--- config.mk ---
export PLATFORM = sky130hd
export DESIGN_NAME = priv_trap_ctrl
export DESIGN_NICKNAME = d
export VERILOG_FILES = /design/src/rtl/priv_trap_pkg.sv /design/src/rtl/trap_arbiter.sv /design/src/rtl/priv_status.sv /design/src/rtl/trap_state_regs.sv /design/src/rtl/priv_trap_ctrl.sv
export SDC_FILE = /design/constraint.sdc
export NUM_CORES = 1
export LEC_CHECK = 0
export BUFFER_PORTS_ARGS = -buffer_cell sky130_fd_sc_hd__buf_2
export CORE_MARGIN = 2
export CORE_UTILIZATION = 45
export DETAILED_ROUTE_END_ITERATION = 10
export GPL_TIMING_DRIVEN = 0
export PLACE_DENSITY_LB_ADDON = 0.12
export SLEW_MARGIN = 20
export SYNTH_ARGS = -nofsm -noshare
export SYNTH_HDL_FRONTEND = slang
export SYNTH_HIERARCHICAL = 1
export SYNTH_SLANG_ARGS = --single-unit
--- constraint.sdc ---
create_clock -name clk -period 7 [get_ports clk]
set_input_delay 1.05 -clock clk [delete_from_list [all_inputs] [get_ports clk]]
set_output_delay 1.05 -clock clk [all_outputs]
set_load 0.01 [all_outputs]
--- src/rtl/priv_trap_pkg.sv ---
package priv_trap_pkg;

  typedef enum logic [1:0] {
    KIND_INT = 2'd0,
    KIND_EXC = 2'd1,
    KIND_SYS = 2'd2
  } ev_kind_e;

  localparam int CODE_TLB  = 2;
  localparam int CODE_SYS  = 8;
  localparam int CODE_PRIV = 10;

  localparam logic [2:0] SEL_EPC    = 3'd0;
  localparam logic [2:0] SEL_CAUSE  = 3'd1;
  localparam logic [2:0] SEL_STATUS = 3'd2;
  localparam logic [2:0] SEL_BADVA  = 3'd3;
  localparam logic [2:0] SEL_BADVPN = 3'd4;

  localparam int G_TLB  = 0;
  localparam int G_EXC  = 1;
  localparam int G_PRIV = 2;
  localparam int G_SYS  = 3;
  localparam int G_IRQ  = 4;
  localparam int G_RET  = 5;
  localparam int GRANT_W = 6;

endpackage

--- src/rtl/trap_arbiter.sv ---
module trap_arbiter
  import priv_trap_pkg::*;
#(
  parameter int unsigned IRQ_N  = 4,
  parameter int unsigned CODE_W = 4
) (
  input  logic               tlb_miss,
  input  logic               exc_req,
  input  logic               priv_viol,
  input  logic               sys_req,
  input  logic [IRQ_N-1:0]   irq_req,
  input  logic               ie,
  input  logic               ret_ok,
  output logic [GRANT_W-1:0] grant,
  output logic [CODE_W-1:0]  irq_idx
);

  logic irq_hit;

  assign irq_hit = ie && (|irq_req);

  // fixed priority chain, one grant at most
  always_comb begin
    grant = '0;
    if (tlb_miss)       grant[G_TLB]  = 1'b1;
    else if (exc_req)   grant[G_EXC]  = 1'b1;
    else if (priv_viol) grant[G_PRIV] = 1'b1;
    else if (sys_req)   grant[G_SYS]  = 1'b1;
    else if (irq_hit)   grant[G_IRQ]  = 1'b1;
    else if (ret_ok)    grant[G_RET]  = 1'b1;
  end

  // lowest-numbered pending line wins
  always_comb begin
    irq_idx = '0;
    for (int i = IRQ_N - 1; i >= 0; i--) begin
      if (irq_req[i]) irq_idx = CODE_W'(i);
    end
  end

endmodule

--- src/rtl/priv_status.sv ---
module priv_status (
  input  logic       clk,
  input  logic       rst_n,
  input  logic       enter,
  input  logic       leave,
  input  logic       wr_en,
  input  logic [3:0] wr_data,
  output logic       mode_cur,
  output logic       ie_cur,
  output logic [3:0] status
);

  logic mode_prev, ie_prev;

  always_ff @(posedge clk or negedge rst_n) begin
    if (!rst_n) begin
      mode_cur  <= 1'b1;
      ie_cur    <= 1'b0;
      mode_prev <= 1'b1;
      ie_prev   <= 1'b0;
    end else if (enter) begin
      mode_prev <= mode_cur;
      ie_prev   <= ie_cur;
      mode_cur  <= 1'b1;
      ie_cur    <= 1'b0;
    end else if (leave) begin
      mode_cur  <= mode_prev;
      ie_cur    <= ie_prev;
    end else if (wr_en) begin
      ie_cur    <= wr_data[0];
      mode_cur  <= wr_data[1];
      ie_prev   <= wr_data[2];
      mode_prev <= wr_data[3];
    end
  end

  assign status = {mode_prev, ie_prev, mode_cur, ie_cur};

endmodule

--- src/rtl/trap_state_regs.sv ---
module trap_state_regs #(
  parameter int unsigned XLEN   = 32,
  parameter int unsigned CODE_W = 4,
  localparam int unsigned CAUSE_W = 2 + CODE_W
) (
  input  logic               clk,
  input  logic               rst_n,
  input  logic               enter,
  input  logic [CAUSE_W-1:0] cause_in,
  input  logic [XLEN-1:0]    pc_in,
  input  logic               cap_bad,
  input  logic [XLEN-1:0]    bad_in,
  input  logic               wr_epc,
  input  logic               wr_cause,
  input  logic               wr_badva,
  input  logic [XLEN-1:0]    wr_data,
  output logic [XLEN-1:0]    epc,
  output logic [CAUSE_W-1:0] cause,
  output logic [XLEN-1:0]    badva
);

  always_ff @(posedge clk or negedge rst_n) begin
    if (!rst_n) begin
      epc   <= '0;
      cause <= '0;
    end else if (enter) begin
      epc   <= pc_in;
      cause <= cause_in;
    end else begin
      if (wr_epc)   epc   <= wr_data;
      if (wr_cause) cause <= wr_data[CAUSE_W-1:0];
    end
  end

  always_ff @(posedge clk or negedge rst_n) begin
    if (!rst_n)                badva <= '0;
    else if (enter && cap_bad) badva <= bad_in;
    else if (!enter && wr_badva) badva <= wr_data;
  end

endmodule

--- src/rtl/priv_trap_ctrl.sv ---
module priv_trap_ctrl
  import priv_trap_pkg::*;
#(
  parameter int unsigned XLEN      = 32,
  parameter int unsigned IRQ_N     = 4,
  parameter int unsigned CODE_W    = 4,
  parameter int unsigned PAGE_BITS = 12,
  parameter logic [XLEN-1:0] RESET_VEC = 32'h0000_0100,
  parameter logic [XLEN-1:0] TLB_VEC   = 32'h0000_0080,
  parameter logic [XLEN-1:0] GEN_VEC   = 32'h0000_0180
) (
  input  logic              clk,
  input  logic              rst_n,
  input  logic              tlb_miss,
  input  logic              exc_req,
  input  logic [CODE_W-1:0] exc_code,
  input  logic              exc_mem,
  input  logic              sys_req,
  input  logic [IRQ_N-1:0]  irq_req,
  input  logic              priv_instr,
  input  logic              eret,
  input  logic [XLEN-1:0]   cur_pc,
  input  logic [XLEN-1:0]   bad_va,
  input  logic              csr_req,
  input  logic              csr_we,
  input  logic [2:0]        csr_sel,
  input  logic [XLEN-1:0]   csr_wdata,
  output logic [XLEN-1:0]   csr_rdata,
  output logic              mode_o,
  output logic              ie_o,
  output logic              redir_valid,
  output logic [XLEN-1:0]   redir_pc
);

  localparam int unsigned CAUSE_W = 2 + CODE_W;

  logic [GRANT_W-1:0] grant;
  logic [CODE_W-1:0]  irq_idx;
  logic               priv_viol, ret_ok, enter, leave, any_take;
  logic               csr_wr;
  logic [3:0]         status;
  logic [CAUSE_W-1:0] cause_in, cause_q;
  logic [XLEN-1:0]    epc_q, badva_q;
  logic               cap_bad;
  logic               redir_valid_q;
  logic [XLEN-1:0]    redir_pc_q;

  assign priv_viol = !mode_o && (priv_instr || eret || csr_req);
  assign ret_ok    = mode_o && eret;

  trap_arbiter #(.IRQ_N(IRQ_N), .CODE_W(CODE_W)) arb_i (
    .tlb_miss (tlb_miss),
    .exc_req  (exc_req),
    .priv_viol(priv_viol),
    .sys_req  (sys_req),
    .irq_req  (irq_req),
    .ie       (ie_o),
    .ret_ok   (ret_ok),
    .grant    (grant),
    .irq_idx  (irq_idx)
  );

  assign enter    = |grant[G_IRQ:G_TLB];
  assign leave    = grant[G_RET];
  assign any_take = enter || leave;
  assign csr_wr   = csr_req && csr_we && mode_o && !any_take;
  assign cap_bad  = grant[G_TLB] || (grant[G_EXC] && exc_mem);

  always_comb begin
    cause_in = '0;
    unique case (1'b1)
      grant[G_TLB]:  cause_in = {KIND_EXC, CODE_W'(CODE_TLB)};
      grant[G_EXC]:  cause_in = {KIND_EXC, exc_code};
      grant[G_PRIV]: cause_in = {KIND_EXC, CODE_W'(CODE_PRIV)};
      grant[G_SYS]:  cause_in = {KIND_SYS, CODE_W'(CODE_SYS)};
      grant[G_IRQ]:  cause_in = {KIND_INT, irq_idx};
      default:       cause_in = '0;
    endcase
  end

  priv_status stat_i (
    .clk     (clk),
    .rst_n   (rst_n),
    .enter   (enter),
    .leave   (leave),
    .wr_en   (csr_wr && (csr_sel == SEL_STATUS)),
    .wr_data (csr_wdata[3:0]),
    .mode_cur(mode_o),
    .ie_cur  (ie_o),
    .status  (status)
  );

  trap_state_regs #(.XLEN(XLEN), .CODE_W(CODE_W)) regs_i (
    .clk     (clk),
    .rst_n   (rst_n),
    .enter   (enter),
    .cause_in(cause_in),
    .pc_in   (cur_pc),
    .cap_bad (cap_bad),
    .bad_in  (bad_va),
    .wr_epc  (csr_wr && (csr_sel == SEL_EPC)),
    .wr_cause(csr_wr && (csr_sel == SEL_CAUSE)),
    .wr_badva(csr_wr && (csr_sel == SEL_BADVA)),
    .wr_data (csr_wdata),
    .epc     (epc_q),
    .cause   (cause_q),
    .badva   (badva_q)
  );

  always_ff @(posedge clk or negedge rst_n) begin
    if (!rst_n) begin
      redir_valid_q <= 1'b1;
      redir_pc_q    <= RESET_VEC;
    end else begin
      redir_valid_q <= any_take;
      if (enter)      redir_pc_q <= grant[G_TLB] ? TLB_VEC : GEN_VEC;
      else if (leave) redir_pc_q <= epc_q;
    end
  end

  assign redir_valid = redir_valid_q;
  assign redir_pc    = redir_pc_q;

  always_comb begin
    csr_rdata = '0;
    if (csr_req && mode_o) begin
      case (csr_sel)
        SEL_EPC:    csr_rdata = epc_q;
        SEL_CAUSE:  csr_rdata = XLEN'(cause_q);
        SEL_STATUS: csr_rdata = XLEN'(status);
        SEL_BADVA:  csr_rdata = badva_q;
        SEL_BADVPN: csr_rdata = badva_q >> PAGE_BITS;
        default:    csr_rdata = '0;
      endcase
    end
  end

endmodule

==> impl_metrics.tcl <==
set metrics [dict create \
    firstDrtPassIters 5 \
    coreArea_mm2 0.0139 \
    synth_top_cell_by_area "dfrtp_1" \
    crit_chain "buf_2 -> nor3_1 -> nor2_1 -> or4_4 -> nor2_1 -> nor2_1 -> nand2_1 -> buf_2 -> buf_4 -> clkbuf_1 -> o21ai_1" \
    grt_pass1_wl_mm 29.9 \
    fp-row-count 43 \
    tightestPinTransition_ps 832 \
    tritoncts "done" \
    root_buffer "clkbuf_16" \
    yosys-top-cells-area "dfrtp_1 40%, mux2i_1 27%, nor2_1 3.8%" \
    cp_common_cell "nor2_1" \
    cp.required_ps 7210 \
    min_period_ps 3750 \
    die_h_um 123 \
    yosysMostFrequentCell "mux2i_1" \
    finalHoldViolations 0 \
    grt_max_degree 66 \
    fin_nets 918 \
    postCtsSetupBuffers 0 \
    worstPathArrival_ps 3960 \
    dominantRegCellSynth "dfrtp_1" \
    finalCritPeriodShare_pct 53.5 \
    crit_fanout 11 \
    grt_pass1_vias 5424 \
    max_slew_margin_pct 44.4 \
    cts-buffers-inserted 9 \
    ys_warn_count 6 \
    powerDensity_mw_per_mm2 204 \
    clock_path_buffers 2 \
    synth_top_area_share_pct 40.3 \
    viasPerCell 5.46 \
    skew_ps 5.90 \
    place_hpwl_mm 14.8 \
    vias 5390 \
    power_leakage_nw 3.78 \
    synth-async-reset-ratio_pct 100 \
    antenna_found_initial 3 \
    syn_area_per_cell_um2 10.6 \
    p_total_mw 1.61 \
    drt-total-wl_mm 19.7 \
    cts.sinks 107 \
    end_kind "register" \
    critPathSlowestCell "clkbuf_1" \
    cts_resized 0 \
    fmax_mhz 267 \
    globalplace.congestion 0.894 \
    synth_edf_count 0 \
    ys_seq_elements 107 \
    yosys-top-cells-count "173 x mux2i_1, 103 x dfrtp_1, 65 x nor2_1, 47 x nand2_1, 31 x o21ai_1" \
    ff2ff_setup_slack_ps 3590 \
    final.fill_count 1304 \
    drc 0 \
    path_class "input pin to register" \
    status "finished, final reports clean" \
    start_util_pct 46.1 \
    drt_first_iter_violations 346 \
    cap_violations 0 \
    drtAntennaViolNets 0 \
    clkLatencyLatePin_ps 360 \
    die_w_um 123 \
    start_kind "input pin" \
    ctsHoldBuffers 0 \
    grt_overflow_total 0 \
    clk_pin_slew_ps 70 \
    htreeDepth 3 \
    ir_worst_vdd_uv 124 \
    dieArea_mm2 0.0152 \
    syn_area_mm2 0.00640 \
    hp-class "register to register" \
    ys_seq_area_share_pct 41.9 \
    rsz0062_at_grt "false" \
    syn_inst 606 \
    finalSetupViolCount 0 \
    area_growth_pct 23.1 \
    ys_types 47 \
    io_pins 184 \
    finalSetupTns_ps 0 \
    drive_gt1_share_pct 34.2 \
    wl_per_cell_um 20.0 \
    grtUsageTotal_pct 26.5 \
    cp_slowest_stage_delay_ps 570 \
    port_buffers 182 \
    drv_slew 0 \
]
[layout make-up]
cell class	count	area [um2]	area share (%)
flip-flops and latches	107	2680	34.0
repair buffers	183	945	12.0
clock inverters	4	48.8	0.619
clock buffers	12	256	3.25
diodes	1	2.50	0.0317
plain buffers	56	453	5.74
multi-input cells	433	3230	41.0
well taps	180	225	2.86
inverters	11	41.3	0.524
[worst max-delay path: cells and delay by family]
family	cells	cell delay (ps)
buffers and inverters	4	1250
AOI/OAI and AO/OA	1	170
and+or+nand+nor	6	1480
[worst paths after layout]
check	end	cells past startpoint	from
max in group asynchronous	stat_i/mode_cur$_DFFE_PN1P_	2	rst_n
setup reg to reg	regs_i/epc[9]$_DFFE_PN0P_	9	stat_i/mode_cur$_DFFE_PN1P_
setup / recovery	regs_i/epc[9]$_DFFE_PN0P_	11	csr_req
hold / removal	redir_pc[8]$_DFFE_PN1P_	2	redir_pc[8]$_DFFE_PN1P_
hold reg to reg	redir_pc[8]$_DFFE_PN1P_	2	redir_pc[8]$_DFFE_PN1P_
min in group asynchronous	redir_pc[21]$_DFFE_PN0P_	1	rst_n
[state kept, by name, summed over array words and instances (netlist names)]
signal / count
redir_pc: 32
redir_valid: 1
regs_i/badva: 32
regs_i/cause: 6
regs_i/epc: 32
stat_i/ie_cur: 1
stat_i/ie_prev: 1
stat_i/mode_cur: 1
stat_i/mode_prev: 1
[stage by stage]
stage / instances / worst slack, ps / hold WS (ps) / cell area [um2] / util, %
2_1_floorplan: 607 / 3830 / 493 / 6410 / -
5_1_grt: 986 / 3050 / 524 / 7880 / 56.8
4_1_cts: 986 / 3290 / 501 / 7880 / 56.8
6_report: 987 / 3250 / 498 / 7890 / 56.8
3_3_place_gp: 969 / 2970 / 483 / 7540 / 54.3
3_5_place_dp: 970 / 2920 / 481 / 7580 / 54.6
[logic make-up (layout without fill, tap and decap cells)]
family | after synthesis | in the layout | share of synthesized area [%]
AOI/OAI and AO/OA | 91 | 91 | 9.30
DFF | 107 | 107 | 41.9
other | 1 | 3 | 0.0586
muxes | 189 | 189 | 29.9
buffers and inverters | 67 | 266 | 7.72
and+or+nand+nor | 151 | 151 | 11.2
[routing by layer]
layer	routed length, um	global-route usage [%]	vias up
met5	14	0	-
met4	299	8.45	4
met3	1160	4.34	23
met2	9300	42.6	170
met1	8940	36.5	2658
li1	-	-	2535
[cells in the final DEF, fill, tap and decap left out, drive strengths merged, types with 3 or more instances in the layout]
cell type | Yosys | final
mux2 | 16 | 16
nor3b | 5 | 5
clkinv | 0 | 3
clkbuf | 7 | 19
mux2i | 173 | 173
dfrtp | 103 | 103
inv | 11 | 11
o21ai | 39 | 39
a21oi | 6 | 6
nor3 | 4 | 4
a211oi | 3 | 3
dfstp | 4 | 4
nand2b | 3 | 3
o32a | 4 | 4
nor2 | 66 | 66
nand2 | 47 | 47
a22oi | 26 | 26
a21o | 5 | 5
nand3b | 9 | 9
buf | 49 | 232
[power breakdown]
part,internal [mW],switching (mW)
registers,0.684,0.0751
clock network,0.297,0.230
logic,0.157,0.170
Note: power is estimated with default switching activity, not from simulation.
